## src/rtl/strmatch_pkg.sv

```systemverilog
package strmatch_pkg;

  // Strobes from control to datapath
  typedef struct packed {
    logic clear;  // return to empty state
    logic step;   // consume symIn this cycle
  } ctrlStrb_t;

endpackage

```

## src/rtl/strmatch_ctrl.sv

```systemverilog
module strmatch_ctrl
  import strmatch_pkg::*;
(
  input  logic      rst,
  input  logic      symValid,
  output ctrlStrb_t strb
);

  // Reset wins over a valid symbol in the same cycle
  always_comb begin
    strb.clear = rst;
    strb.step  = symValid && !rst;
  end

endmodule

```

## src/rtl/strmatch_dp.sv

```systemverilog
module strmatch_dp
  import strmatch_pkg::*;
#(
  parameter int SYM_W   = 8,
  parameter int PAT_LEN = 6,
  parameter logic [PAT_LEN*SYM_W-1:0] PATTERN = "ABCABD"
) (
  input  logic             clk,
  input  ctrlStrb_t        strb,
  input  logic [SYM_W-1:0] symIn,
  output logic             matchPulse
);

  localparam int LEN_W = $clog2(PAT_LEN + 1);
  typedef logic [LEN_W-1:0] len_t;
  localparam len_t FULL = len_t'(PAT_LEN);

  // Symbol i of the pattern, i = 0 being the first to arrive
  function automatic logic [SYM_W-1:0] patSym(input int i);
    return PATTERN[(PAT_LEN-1-i)*SYM_W +: SYM_W];
  endfunction

  // Longest proper border of the first k pattern symbols
  function automatic int borderLen(input int k);
    int best;
    best = 0;
    for (int b = 1; b < k; b++) begin
      bit same;
      same = 1'b1;
      for (int j = 0; j < b; j++)
        if (patSym(j) != patSym(k - b + j)) same = 1'b0;
      if (same) best = b;
    end
    return best;
  endfunction

  // Failure table, constant after elaboration
  len_t failTab [PAT_LEN+1];
  assign failTab[0] = '0;
  for (genvar k = 1; k <= PAT_LEN; k++) begin : g_fail
    localparam len_t BORDER = len_t'(borderLen(k));
    assign failTab[k] = BORDER;
  end

  len_t stateQ;
  len_t nextState;
  logic hit;

  // Walk failure links until the symbol extends a prefix or the state is empty
  always_comb begin
    len_t cur;
    logic done;
    cur  = stateQ;
    done = 1'b0;
    for (int it = 0; it <= PAT_LEN; it++) begin
      if (!done) begin
        if (cur < FULL && symIn == patSym(int'(cur))) begin
          cur  = cur + 1'b1;
          done = 1'b1;
        end else if (cur == '0) begin
          done = 1'b1;
        end else begin
          cur = failTab[cur];
        end
      end
    end
    hit       = (cur == FULL);
    nextState = hit ? failTab[PAT_LEN] : cur;
  end

  always_ff @(posedge clk) begin
    if (strb.clear) begin
      stateQ     <= '0;
      matchPulse <= 1'b0;
    end else begin
      matchPulse <= strb.step && hit;
      if (strb.step) stateQ <= nextState;
    end
  end


  state_range_chk: assert property (@(posedge clk) disable iff (strb.clear)
    stateQ < FULL);


  idle_hold_chk: assert property (@(posedge clk) disable iff (strb.clear)
    !strb.step |=> ($stable(stateQ) && !matchPulse));


  pulse_cause_chk: assert property (@(posedge clk) disable iff (strb.clear)
    matchPulse |-> $past(strb.step));


  grow_by_one_chk: assert property (@(posedge clk) disable iff (strb.clear)
    strb.step |=> ({1'b0, stateQ} <= {1'b0, $past(stateQ)} + 1'b1));

endmodule

```

## src/rtl/strmatch_top.sv

```systemverilog
module strmatch_top
  import strmatch_pkg::*;
#(
  parameter int SYM_W   = 8,
  parameter int PAT_LEN = 6,
  parameter logic [PAT_LEN*SYM_W-1:0] PATTERN = "ABCABD"
) (
  input  logic             clk,
  input  logic             rst,
  input  logic             symValid,
  input  logic [SYM_W-1:0] symIn,
  output logic             matchPulse
);

  ctrlStrb_t strb;

  strmatch_ctrl u_ctrl (
    .rst      (rst),
    .symValid (symValid),
    .strb     (strb)
  );

  strmatch_dp #(
    .SYM_W   (SYM_W),
    .PAT_LEN (PAT_LEN),
    .PATTERN (PATTERN)
  ) u_dp (
    .clk        (clk),
    .strb       (strb),
    .symIn      (symIn),
    .matchPulse (matchPulse)
  );


  reset_quiet_chk: assert property (@(posedge clk)
    rst |=> !matchPulse);

endmodule

```

## config.mk

```make
export PLATFORM = sky130hd
export DESIGN_NAME = strmatch_top
export DESIGN_NICKNAME = d
export VERILOG_FILES = /design/src/rtl/strmatch_pkg.sv /design/src/rtl/strmatch_ctrl.sv /design/src/rtl/strmatch_dp.sv /design/src/rtl/strmatch_top.sv
export SDC_FILE = /design/constraint.sdc
export NUM_CORES = 1
export LEC_CHECK = 0
export BUFFER_PORTS_ARGS = -buffer_cell sky130_fd_sc_hd__buf_2
export CORE_ASPECT_RATIO = 1.75
export CORE_UTILIZATION = 35
export CTS_CLUSTER_DIAMETER = 80
export DETAILED_ROUTE_END_ITERATION = 10
export PLACE_DENSITY = 0.5
export SYNTH_ARGS = -nofsm -noshare
export SYNTH_HDL_FRONTEND = slang
export SYNTH_SLANG_ARGS = --single-unit
```

## constraint.sdc

```tcl
create_clock -name clk -period 38.2 [get_ports clk]
set_input_delay 5.73 -clock clk [delete_from_list [all_inputs] [get_ports clk]]
set_output_delay 5.73 -clock clk [all_outputs]
set_load 0.05 [all_outputs]
```

# Word level (Yosys, flattened, before mapping)
# Memories as Yosys holds them, arrays and structs flattened.
# Cells that the tools add are included.
# word_totals
out_inout_bits	1
rom_bits	168
word_cells	128
mem_count	7
inputBits	11
ff_bits	4
# mem_list
memory	depth	width	rd	rd_clocked_by_memory_dff	wr	line	rtl
(name not given)	8	3	1	0	0	strmatch_dp.sv:63	cur = failTab[cur];
(name not given)	8	3	1	0	0	strmatch_dp.sv:63	
(name not given)	8	3	1	0	0	strmatch_dp.sv:63	
(name not given)	8	3	1	0	0	strmatch_dp.sv:63	
(name not given)	8	3	1	0	0	strmatch_dp.sv:63	
(name not given)	8	3	1	0	0	strmatch_dp.sv:63	
1 more memories	n/a	n/a	n/a	n/a	n/a	n/a	
# classes
shift	7
addsub	14
n_bitwise	7
n_mux	52
n_eq_ne	8
order_cmp	14
n_reduce_logical	17
# op_table
op	count
variable part select 48 x 32 -> 8 bit (first input constant)	7
2-to-1 mux 3 bit	35
== test 8 bit	7
greater-or-equal comparator 4 bit (second input constant)	7
inverter 3 -> 4 bit	7
subtractor 3 x 3 -> 4 bit (first input constant)	7
adder 3 x 1 -> 3 bit (second input constant)	7
logical NOT 3 bit	7
< comparator 3 bit (second input constant)	7
2-to-1 mux 1 bit	17
logical AND 1 bit	9
== test 3 bit (second input constant)	1
logical NOT 1 bit	1

# Depth between registers and ports, before layout
# Gate-level depths: netlist of run 1.
# logic_depth
ltp_word	50
mapped_depth	63
mapped_depth_nobuf	62

# Cells and area by module
# Synthesis of run 1 repeated with hierarchy kept, for this count alone.
# unflattened
cells_unflattened	336
area_unflattened_um2	2426.1
# modules_own_cells
module	cells_each	seq_area_each_um2	n_inst	area_per_inst_um2
strmatch_dp	334	80.1	1	2404.8
strmatch_ctrl	2	0.0	1	21.3

# Least setup slack after synthesis of run 1
# OpenSTA, ideal clock, no wires.
# synth_timing
kind	input port to flip-flop
startpoint	input port symIn[3]
endpoint	register u_dp.stateQ[0]
n_path_buf	2
slack_ps	20783
cell_stages	54
t_required_ps	38109
arrival_ps	17326
path_cell_list	or4_1 -> buf_2 -> nor2_1 -> nand3_1 -> nor2_2 -> o21ai_0 -> inv_1 -> ha_1 -> nor3_1 -> a21oi_1 -> or3_1 -> a21oi_2 -> xnor2_1 -> and2_1 -> a211oi_4 -> inv_2 -> ha_1 -> inv_1 -> (+18 left out) -> xnor2_1 -> nand4_1 -> o21ai_1 -> ha_1 -> nor3_1 -> o21ai_0 -> a211o_1 -> nand2_1 -> nand3_1 -> mux2i_1 -> a21oi_1 -> inv_1 -> ha_1 -> or4_1 -> o21ai_2 -> xnor2_1 -> o2111ai_1 -> a311oi_1
# synth_between
elab_chain_cells	47
word_cells_on_any_way	105
# synth_rtl
element	line	rtl
start, declared	strmatch_top.sv:11	input logic [SYM_W-1:0] symIn,
branches (longest 44 deep; another with subtractor 3 x 3 -> 4 bit)	n/a	
2-to-1 mux 3 bit (*)	strmatch_dp.sv:56	if (!done) begin
== test 3 bit	strmatch_dp.sv:67	hit = (cur == FULL);
2-to-1 mux 3 bit (*)	strmatch_dp.sv:68	nextState = hit ? failTab[PAT_LEN] : cur;
end signal, assigned	strmatch_dp.sv:77	if (strb.step) stateQ <= nextState;
end, declared	strmatch_dp.sv:45	len_t stateQ;
# Every way passes the cells marked *. The select of a mux whose other input is x is not followed.
# A chain may end at the register's enable or synchronous reset.

# Final worst setup path of run 1
# layout_timing
startpoint	input port symIn[1]
endpoint	register u_dp.stateQ[0]
# Same word-level chain as after synthesis.

==> flow_summary.json, run 1 <==
{
  "placed_area_um2": 2560,
  "final_common_cell": "ha_1",
  "path_class": "input pin to flop",
  "power.density_nw_per_um2": 13.6,
  "vias_per_cell": 5.72,
  "tns_ps": 0,
  "regArea_um2": 80.1,
  "nets": 395,
  "hold_viol_final": 0,
  "ff2ff_path_depth": 52,
  "wl_per_cell_um": 15.7,
  "synth_edf_count": 0,
  "cp-end-kind": "flop",
  "numPortBuffers": 11,
  "place_congestion": 0.778,
  "nFillCells": 749,
  "die_h_um": 113,
  "regToRegStartpoint": "u_dp.stateQ[2]$_SDFFE_PP0P_",
  "synthCells": 343,
  "worst_pin_slew_ps": 711,
  "drc": 0,
  "clock_path_buffers": 2,
  "min_period_ps": 19390,
  "start_util": 0.360,
  "die_area_um2": 7400,
  "cpMaxStageDelayCell": "o21ai_1",
  "cts_hold_buf": 0,
  "clock_sinks": 4,
  "synthesis.area_um2": 2470,
  "hold_path_class": "flop to flop",
  "antenna_found_initial": 0,
  "pwr-share-seq": 0.130,
  "relSlewSlack": 0.523,
  "clkLatencyLatePin_ps": 220,
  "combPwrFrac": 0.420,
  "ys_warn_count": 0,
  "grt_pass1_vias": 2468,
  "endpoint": "u_dp.stateQ[0]$_SDFFE_PP0P_",
  "finalInstanceArea_um2": 2630,
  "finalWirelength_mm": 6.72,
  "fin_worst_skew_ps": 0.161,
  "vias": 2444,
  "dp_hpwl_mm": 5.33,
  "fp-row-count": 40,
  "power_mw": 0.0359,
  "critPathLaunchType": "input pin",
  "cts-buffers-inserted": 3,
  "pin_count": 12,
  "cts-resized-gates": 0,
  "synth-main-ff-cell": "dfxtp_1",
  "fmax_mhz": 51.6,
  "tritoncts": "yes",
  "antenna_cells": 0,
  "p_sw_frac": 0.355,
  "grt_max_degree": 19,
  "grt_pass1_wl_mm": 11.4,
  "avgSynthCellArea_um2": 7.19,
  "clockPowerShare": 0.450,
  "groute.usage.overall": 0.190,
  "hold_depth": 2,
  "mostFrequentLayoutCells": "39 x ha_1, 30 x inv_1, 30 x nor2_1",
  "drtIter0Drc": 75,
  "cap_violations": 0,
  "finalSetupViolations": 0,
  "antenna_left": 0,
  "finalCritPeriodShare": 0.508,
  "ctsRootBufferMaster": "clkbuf_16",
  "outcome": "completed",
  "drive_gt1_frac": 0.125,
  "crit_required_ps": 38330,
  "syn_nets": 393,
  "htree_num_levels": 1,
  "p_sw_mw": 0.0128,
  "cpPeakStageDelay_ps": 590,
  "gr-total-overflow": 0,
  "firstDrtPassIters": 4,
  "critPathLaunch": "symIn[1]",
  "rsz0062_at_grt": "no",
  "die_w_um": 65.5,
  "async_reset_ff_frac": 0,
  "leakage_nw": 1.19,
  "area.growth.synth_to_final_pct": 6.74,
  "synth_seq_cells": 4,
  "rrSetupSlack_ps": 23960,
  "vdd_drop_max_v": 0.0000104,
  "synth_cell_types": 76,
  "r2r_end": "u_dp.stateQ[0]$_SDFFE_PP0P_",
  "fp.coreArea_um2": 6860,
  "p_int_mw": 0.0232,
  "ys_seq_area_frac": 0.0325,
  "postCtsSetupRepairBufs": 0,
  "crit_arrival_ps": 19520,
  "critPathMaxFanout": 17,
  "path_clk_slew_ps": 30,
  "slew_violations": 0,
  "multi_input_area_um2": 2180
}
-- cell usage after synthesis (4+ instances only) --
cell type,count,share of area
nor4_1,4,0.010
dfxtp_1,4,0.032
buf_2,7,0.014
and3_1,4,0.010
nor2b_1,6,0.015
o311ai_0,5,0.018
o21ai_0,14,0.028
nand2b_1,5,0.013
nand3_1,7,0.014
nor3_1,18,0.037
a21oi_1,11,0.022
ha_1,39,0.20
or3_1,7,0.018
o21ai_1,4,0.0081
a21o_1,4,0.012
a31oi_1,6,0.015
nand2_1,27,0.041
a211oi_1,4,0.012
inv_1,30,0.046
nand4_1,8,0.020
clkbuf_1,4,0.0061
nor2_1,30,0.046
xnor2_1,9,0.032
mux2i_1,9,0.037
-- power by group through the flow --
stage                     combinational, mW  sequential (mW)  clock, mW
after global routing                 0.0168          0.00467     0.0167
after CTS                            0.0151          0.00464     0.0164
final                                0.0151          0.00466     0.0162
after detailed placement             0.0150          0.00470          0
after floorplan                      0.0117          0.00446          0
after global placement               0.0149          0.00469          0
-- worst min path at each step --
stage / endpoint / start
after global placement: u_dp.stateQ[0]$_SDFFE_PP0P_ / u_dp.stateQ[0]$_SDFFE_PP0P_
after floorplan: u_dp.stateQ[1]$_SDFFE_PP0P_ / u_dp.stateQ[1]$_SDFFE_PP0P_
after CTS: u_dp.stateQ[0]$_SDFFE_PP0P_ / u_dp.stateQ[0]$_SDFFE_PP0P_
after detailed placement: u_dp.stateQ[0]$_SDFFE_PP0P_ / u_dp.stateQ[0]$_SDFFE_PP0P_
final: u_dp.stateQ[0]$_SDFFE_PP0P_ / u_dp.stateQ[0]$_SDFFE_PP0P_
after global routing: u_dp.stateQ[0]$_SDFFE_PP0P_ / u_dp.stateQ[0]$_SDFFE_PP0P_
-- critical path, delay by kind of cell --
| family | cells | cell delay [ps] |
|---|---|---|
| compound gates | 22 | 6000 |
| mux | 1 | 190 |
| buf+inv | 8 | 1570 |
| fa+ha+maj | 6 | 2190 |
| simple gates | 13 | 3110 |
| xor+xnor | 3 | 700 |
-- flip-flops by register name, indices dropped and copies added (netlist names) --
| register | count |
|---|---|
| u_dp.stateQ | 3 |
| u_dp.matchPulse | 1 |
-- cells by family after synthesis --
group                    Yosys count  share of synthesized area
multiplexers                      10                     0.0411
buffers and inverters             49                     0.0832
XOR/XNOR                          13                     0.0522
adder cells (fa/ha/maj)           39                      0.198
flip-flops                         4                     0.0325
AND/OR/NAND/NOR                  143                      0.319
AO/OA/AOI/OAI                     85                      0.274
-- cell type report --
cell class,count,share of cell area
Timing Repair Buffer,11,0.0209
Clock buffer,3,0.0285
Tap cell,84,0.0399
Sequential cell,4,0.0304
Inverter,35,0.0518
Multi-Input combinational cell,290,0.829
-- metal layers --
| metal | up-vias | share of wire | global-route usage |
|---|---|---|---|
| li1 | 1253 | - | - |
| met3 | 10 | 0.016 | 0.0141 |
| met4 | 0 | 0.019 | 0.0536 |
| met5 | - | 0 | 0 |
| met2 | 39 | 0.55 | 0.375 |
| met1 | 1142 | 0.41 | 0.207 |
-- through the flow --
stage,utilization,instances,worst slack [ps],hold slack (ps)
floorplan,-,343,20780,761
global placement,0.373,424,18770,757
detailed placement,0.373,424,18660,771
CTS,0.384,427,18850,775
global route,0.384,427,17520,812
finish,0.384,427,18810,791
Power figures use the tool's default switching activity.
==> inputs of run 2 (changes only) <==
clock period = 18.9 ns   (was 38.2 ns; I/O delays follow)
==> run 2 against run 1 <==
Global-route usage shrank 0.37 points; first-iteration DRC count grew 29%; largest cell class unchanged; sequential power grew 100%; design area stayed put; sequential share of layout area did not move; via count up 1.2%.
==> flow_summary.json, run 2 (synthesized netlist as in run 1, its figures left out) <==
{
  "fp-row-count": 40,
  "vias_per_cell": 5.79,
  "hold_depth": 2,
  "mostFrequentLayoutCells": "39 x ha_1, 30 x inv_1, 30 x nor2_1",
  "regToRegStartpoint": "u_dp.stateQ[2]$_SDFFE_PP0P_",
  "finalSetupViolations": 0,
  "min_period_ps": 16450,
  "wl_per_cell_um": 15.7,
  "antenna_cells": 0,
  "numPortBuffers": 11,
  "worst_pin_slew_ps": 757,
  "cts-resized-gates": 0,
  "hold_path_class": "flop to flop",
  "clkLatencyLatePin_ps": 220,
  "place_ws_ps": 2260,
  "fp.coreArea_um2": 6860,
  "hold_viol_final": 0,
  "relSlewSlack": 0.492,
  "drt-met1-wl_mm": 2.77,
  "power_mw": 0.0727,
  "wl_met2_mm": 3.78,
  "drtIter0Drc": 97,
  "p_int_mw": 0.0468,
  "die_h_um": 113,
  "top_layer": "met4",
  "crit_required_ps": 19040,
  "cpMaxStageDelayCell": "or4_1",
  "placed_area_um2": 2560,
  "p_sw_mw": 0.0259,
  "wl_met3_um": 88,
  "finalInstanceArea_um2": 2630,
  "multi_input_area_um2": 2180,
  "vdd_drop_max_v": 0.0000146,
  "layout_setup_ws_ps": 2450,
  "ctsRootBufferMaster": "clkbuf_16",
  "clock_path_buffers": 2,
  "antenna_found_initial": 0,
  "cts-buffers-inserted": 3,
  "clockPowerShare": 0.453,
  "gr-total-overflow": 0,
  "holdPathEnd": "u_dp.stateQ[0]$_SDFFE_PP0P_",
  "finalWirelength_mm": 6.72,
  "placedCellCount": 424,
  "place_congestion": 0.813,
  "grt_pass1_wl_mm": 11.2,
  "cp-end-kind": "flop",
  "clock_sinks": 4,
  "largest_reg_flops": 3,
  "groute.usage.overall": 0.187,
  "ff2ff_path_depth": 52,
  "cts_hold_buf": 0,
  "tns_ps": 0,
  "vias": 2474,
  "drc": 0,
  "largestRegisters": "u_dp.stateQ: 3 flops, u_dp.matchPulse: 1 flops",
  "htree_num_levels": 1,
  "hold_start": "u_dp.stateQ[0]$_SDFFE_PP0P_",
  "fin_worst_skew_ps": 0.337,
  "path_clk_slew_ps": 30,
  "drive_gt1_frac": 0.125,
  "cap_violations": 0,
  "r2r_end": "u_dp.stateQ[0]$_SDFFE_PP0P_",
  "final_common_cell": "ha_1",
  "pin_count": 12,
  "fmax_mhz": 60.8,
  "power.density_nw_per_um2": 27.6,
  "firstDrtPassIters": 4,
  "regArea_um2": 80.1,
  "area.growth.synth_to_final_pct": 6.74,
  "slew_violations": 0,
  "nFillCells": 722,
  "final_cells": 427,
  "antenna_left": 0,
  "path_class": "input pin to flop",
  "crit_arrival_ps": 16590,
  "cp_common_cell": "ha_1",
  "outcome": "completed",
  "top_register": "u_dp.stateQ",
  "dp_hpwl_mm": 5.34,
  "combPwrFrac": 0.418,
  "finalCritPeriodShare": 0.871,
  "p_sw_frac": 0.357,
  "tritoncts": "yes",
  "nets": 395,
  "start_util": 0.360,
  "grt_pass1_vias": 2368,
  "die_w_um": 65.5,
  "pwr-share-seq": 0.129,
  "postCtsSetupRepairBufs": 0,
  "critPathMaxFanout": 10,
  "cpPeakStageDelay_ps": 750,
  "rsz0062_at_grt": "no",
  "grt_max_degree": 19,
  "rrSetupSlack_ps": 4690,
  "leakage_nw": 1.19,
  "critPathLaunchType": "input pin",
  "die_area_um2": 7400
}
## run 2: cell counts in the layout (fill, tap and decap cells not counted)
No cell type changed its count.
## run 2: worst max path at each step
stage / from / endpoint / cells past startpoint / slack [ps]
2_1_floorplan: symIn[3] / u_dp.stateQ[0]$_SDFFE_PP0P_ / 54 / 4380
3_3_place_gp: symIn[3] / u_dp.stateQ[0]$_SDFFE_PP0P_ / 53 / 2300
3_5_place_dp: symIn[3] / u_dp.stateQ[0]$_SDFFE_PP0P_ / 53 / 2260
4_1_cts: symIn[3] / u_dp.stateQ[0]$_SDFFE_PP0P_ / 53 / 2420
5_1_grt: symIn[3] / u_dp.stateQ[0]$_SDFFE_PP0P_ / 53 / 1210
6_report: symIn[3] / u_dp.stateQ[0]$_SDFFE_PP0P_ / 53 / 2450
## run 2: metrics by stage
stage               utilization  hold WS, ps
finish                    0.384          777
CTS                       0.384          768
global route              0.384          808
global placement          0.373          750
floorplan                     -          761
detailed placement        0.373          759
## run 2: power by group through the flow
stage | Sequential [mW] | Combinational (mW) | Clock, mW
floorplan | 0.00902 | 0.0237 | 0
global placement | 0.00946 | 0.0304 | 0
detailed placement | 0.00947 | 0.0302 | 0
CTS | 0.00937 | 0.0304 | 0.0333
global route | 0.00944 | 0.0337 | 0.0340
finish | 0.00940 | 0.0304 | 0.0329
## run 2: layout make-up
cell class / instances / area share
repair buffers: 11 / 0.0209
inverters: 35 / 0.0518
flip-flops and latches: 4 / 0.0304
well taps: 84 / 0.0399
clock buffers: 3 / 0.0285
multi-input cells: 290 / 0.829
## run 2: critical path, delay by kind of cell
family                     cells  cell delay, ps
AOI/OAI and AO/OA             22            5810
and+or+nand+nor               14            3840
adders and majority gates      6            2080
buffers and inverters          7            1110
xor gates and xnor gates       3             710
muxes                          1             180
## run 2: layer usage
layer,GRT usage,up-vias
met5,0,-
met4,0.0406,0
met3,0.0101,9
met2,0.373,28
met1,0.206,1174
li1,-,1263
==> inputs of run 3 (changes only) <==
ABC_AREA = 1   (was not set)
==> run 3 against run 2 <==
Synthesized area is 2.9% higher; total power is 3.8% lower; global-route usage is 0.86 points higher; combinational power is 9.5% lower; design area is 4.0% higher; non-clock buffer count stayed put; largest cell class unchanged.
==> flow_summary.json, run 3 <==
{
  "synth_seq_cells": 4,
  "cpMaxStageDelayCell": "or2_1",
  "ctsRootBufferMaster": "clkbuf_16",
  "largest_reg_flops": 3,
  "die_area_um2": 7610,
  "clock_path_buffers": 2,
  "syn_nets": 500,
  "vias_per_cell": 5.01,
  "drive_gt1_frac": 0.142,
  "cts-resized-gates": 0,
  "nFillCells": 781,
  "path_clk_slew_ps": 30,
  "clkLatencyLatePin_ps": 230,
  "crit_arrival_ps": 12890,
  "fp-row-count": 40,
  "placedCellCount": 539,
  "synthCells": 449,
  "clock_sinks": 4,
  "finalSetupViolations": 0,
  "largestRegisters": "u_dp.stateQ: 3 flops, u_dp.matchPulse: 1 flops",
  "relSlewSlack": 0.647,
  "tns_ps": 0,
  "finalInstanceArea_um2": 2740,
  "top_register": "u_dp.stateQ",
  "start_util": 0.365,
  "numPortBuffers": 11,
  "tritoncts": "yes",
  "groute.usage.overall": 0.195,
  "antenna_left": 0,
  "synthesis.area_um2": 2540,
  "cts_hold_buf": 0,
  "wl_per_cell_um": 12.5,
  "cp_common_cell": "nand2_1",
  "layout_setup_ws_ps": 6170,
  "path_class": "input pin to flop",
  "nets": 511,
  "drc": 0,
  "finalCritPeriodShare": 0.673,
  "gr-total-overflow": 0,
  "hold_viol_final": 0,
  "antenna_found_initial": 0,
  "drtIter0Drc": 107,
  "synth_top_area_frac": 0.208,
  "cp-end-kind": "flop",
  "synth.area.top_cells": "nand2_1 21%, ha_1 20%, nand3_1 11%, inv_1 8.6%, nor2_1 6.7%",
  "crit_buf_inv": 10,
  "synth_cell_types": 38,
  "firstDrtPassIters": 4,
  "die_h_um": 115,
  "leakage_nw": 1.54,
  "synth_edf_count": 0,
  "htree_num_levels": 1,
  "synth_common_cells": "141 x nand2_1, 58 x inv_1, 57 x nand3_1, 45 x nor2_1, 40 x ha_1",
  "synth_top_area_cell": "nand2_1",
  "fin_worst_skew_ps": 3.24,
  "grt_pass1_wl_mm": 11.6,
  "crit_required_ps": 19060,
  "ys_warn_count": 0,
  "grt_pass1_vias": 2640,
  "place_congestion": 0.791,
  "cts-buffers-inserted": 3,
  "vdd_drop_max_v": 0.0000354,
  "ys_seq_area_frac": 0.0315,
  "grt_max_degree": 12,
  "worst_pin_slew_ps": 527,
  "area.growth.synth_to_final_pct": 7.83,
  "avgSynthCellArea_um2": 5.66,
  "fmax_mhz": 78.6,
  "mostFrequentLayoutCells": "141 x nand2_1, 58 x inv_1, 57 x nand3_1",
  "vias": 2713,
  "fp.coreArea_um2": 6960,
  "postCtsSetupRepairBufs": 0,
  "hold_path_class": "flop to flop",
  "cap_violations": 0,
  "outcome": "completed",
  "min_period_ps": 12730,
  "final_cells": 542,
  "finalWirelength_mm": 6.78,
  "dp_hpwl_mm": 5.56,
  "pin_count": 12,
  "cp_top_family": "simple AND/OR/NAND/NOR gates",
  "place_ws_ps": 5960,
  "async_reset_ff_frac": 0,
  "critPathLaunchType": "input pin",
  "antenna_cells": 0,
  "slew_violations": 0,
  "synth.most_common_cell": "nand2_1",
  "placed_area_um2": 2660,
  "critPathMaxFanout": 11,
  "rsz0062_at_grt": "no",
  "cpPeakStageDelay_ps": 360,
  "die_w_um": 66.4,
  "power.density_nw_per_um2": 25.5,
  "synth-main-ff-cell": "dfxtp_1",
  "final_common_cell": "nand2_1",
  "power_mw": 0.0700
}
run 3: layout make-up:
type | count | area, um^2 | area share
Multi-Input combinational cell | 375 | 2180 | 0.796
Inverter | 65 | 244 | 0.0891
Tap cell | 84 | 105 | 0.0384
Sequential cell | 4 | 80.1 | 0.0292
Clock buffer | 3 | 75.1 | 0.0274
Timing Repair Buffer | 11 | 55.1 | 0.0201
run 3: cells by family (layout without fill, tap and decap cells):
| group | count (synthesis) | in the layout | synth area share |
|---|---|---|---|
| buffers and inverters | 70 | 79 | 0.110 |
| AOI/OAI and AO/OA | 32 | 32 | 0.0857 |
| xor gates and xnor gates | 4 | 4 | 0.0138 |
| and+or+nand+nor | 299 | 299 | 0.562 |
| DFF | 4 | 4 | 0.0315 |
| adders and majority gates | 40 | 40 | 0.197 |
run 3: path summary, 6_finish.rpt:
kind	start	to	slack [ps]	cells past startpoint
setup / recovery	symIn[3]	u_dp.stateQ[1]$_SDFFE_PP0P_	6170	76
hold / removal	u_dp.stateQ[2]$_SDFFE_PP0P_	u_dp.stateQ[2]$_SDFFE_PP0P_	540	2
setup reg to reg	u_dp.stateQ[1]$_SDFFE_PP0P_	u_dp.stateQ[1]$_SDFFE_PP0P_	8130	79
hold reg to reg	u_dp.stateQ[2]$_SDFFE_PP0P_	u_dp.stateQ[2]$_SDFFE_PP0P_	540	2
run 3: stage by stage:
step	utilization	hold slack [ps]
2_1_floorplan	-	489
3_3_place_gp	0.383	537
3_5_place_dp	0.383	539
4_1_cts	0.394	544
5_1_grt	0.394	586
6_report	0.394	535
run 3: report_power, final:
group	total (mW)	switching (mW)	internal, mW
registers	0.00883	0.000219	0.00861
logic	0.0275	0.0187	0.00886
clock network	0.0336	0.00652	0.0271
total	0.0700	0.0254	0.0446
run 3: per-layer routing:
layer  vias to the layer above  routed length [um]  track usage
met2                        43                3780        0.392
met3                        18                 116       0.0159
met4                         0                 183       0.0610
li1                       1448                   -            -
met1                      1204                2700        0.203
met5                         -                   0            0
run 3: worst min-delay path: stages, from the launching register on:
cell and delay [ps]:
dfxtp_1 350, nand2_1 90, a21oi_1 50
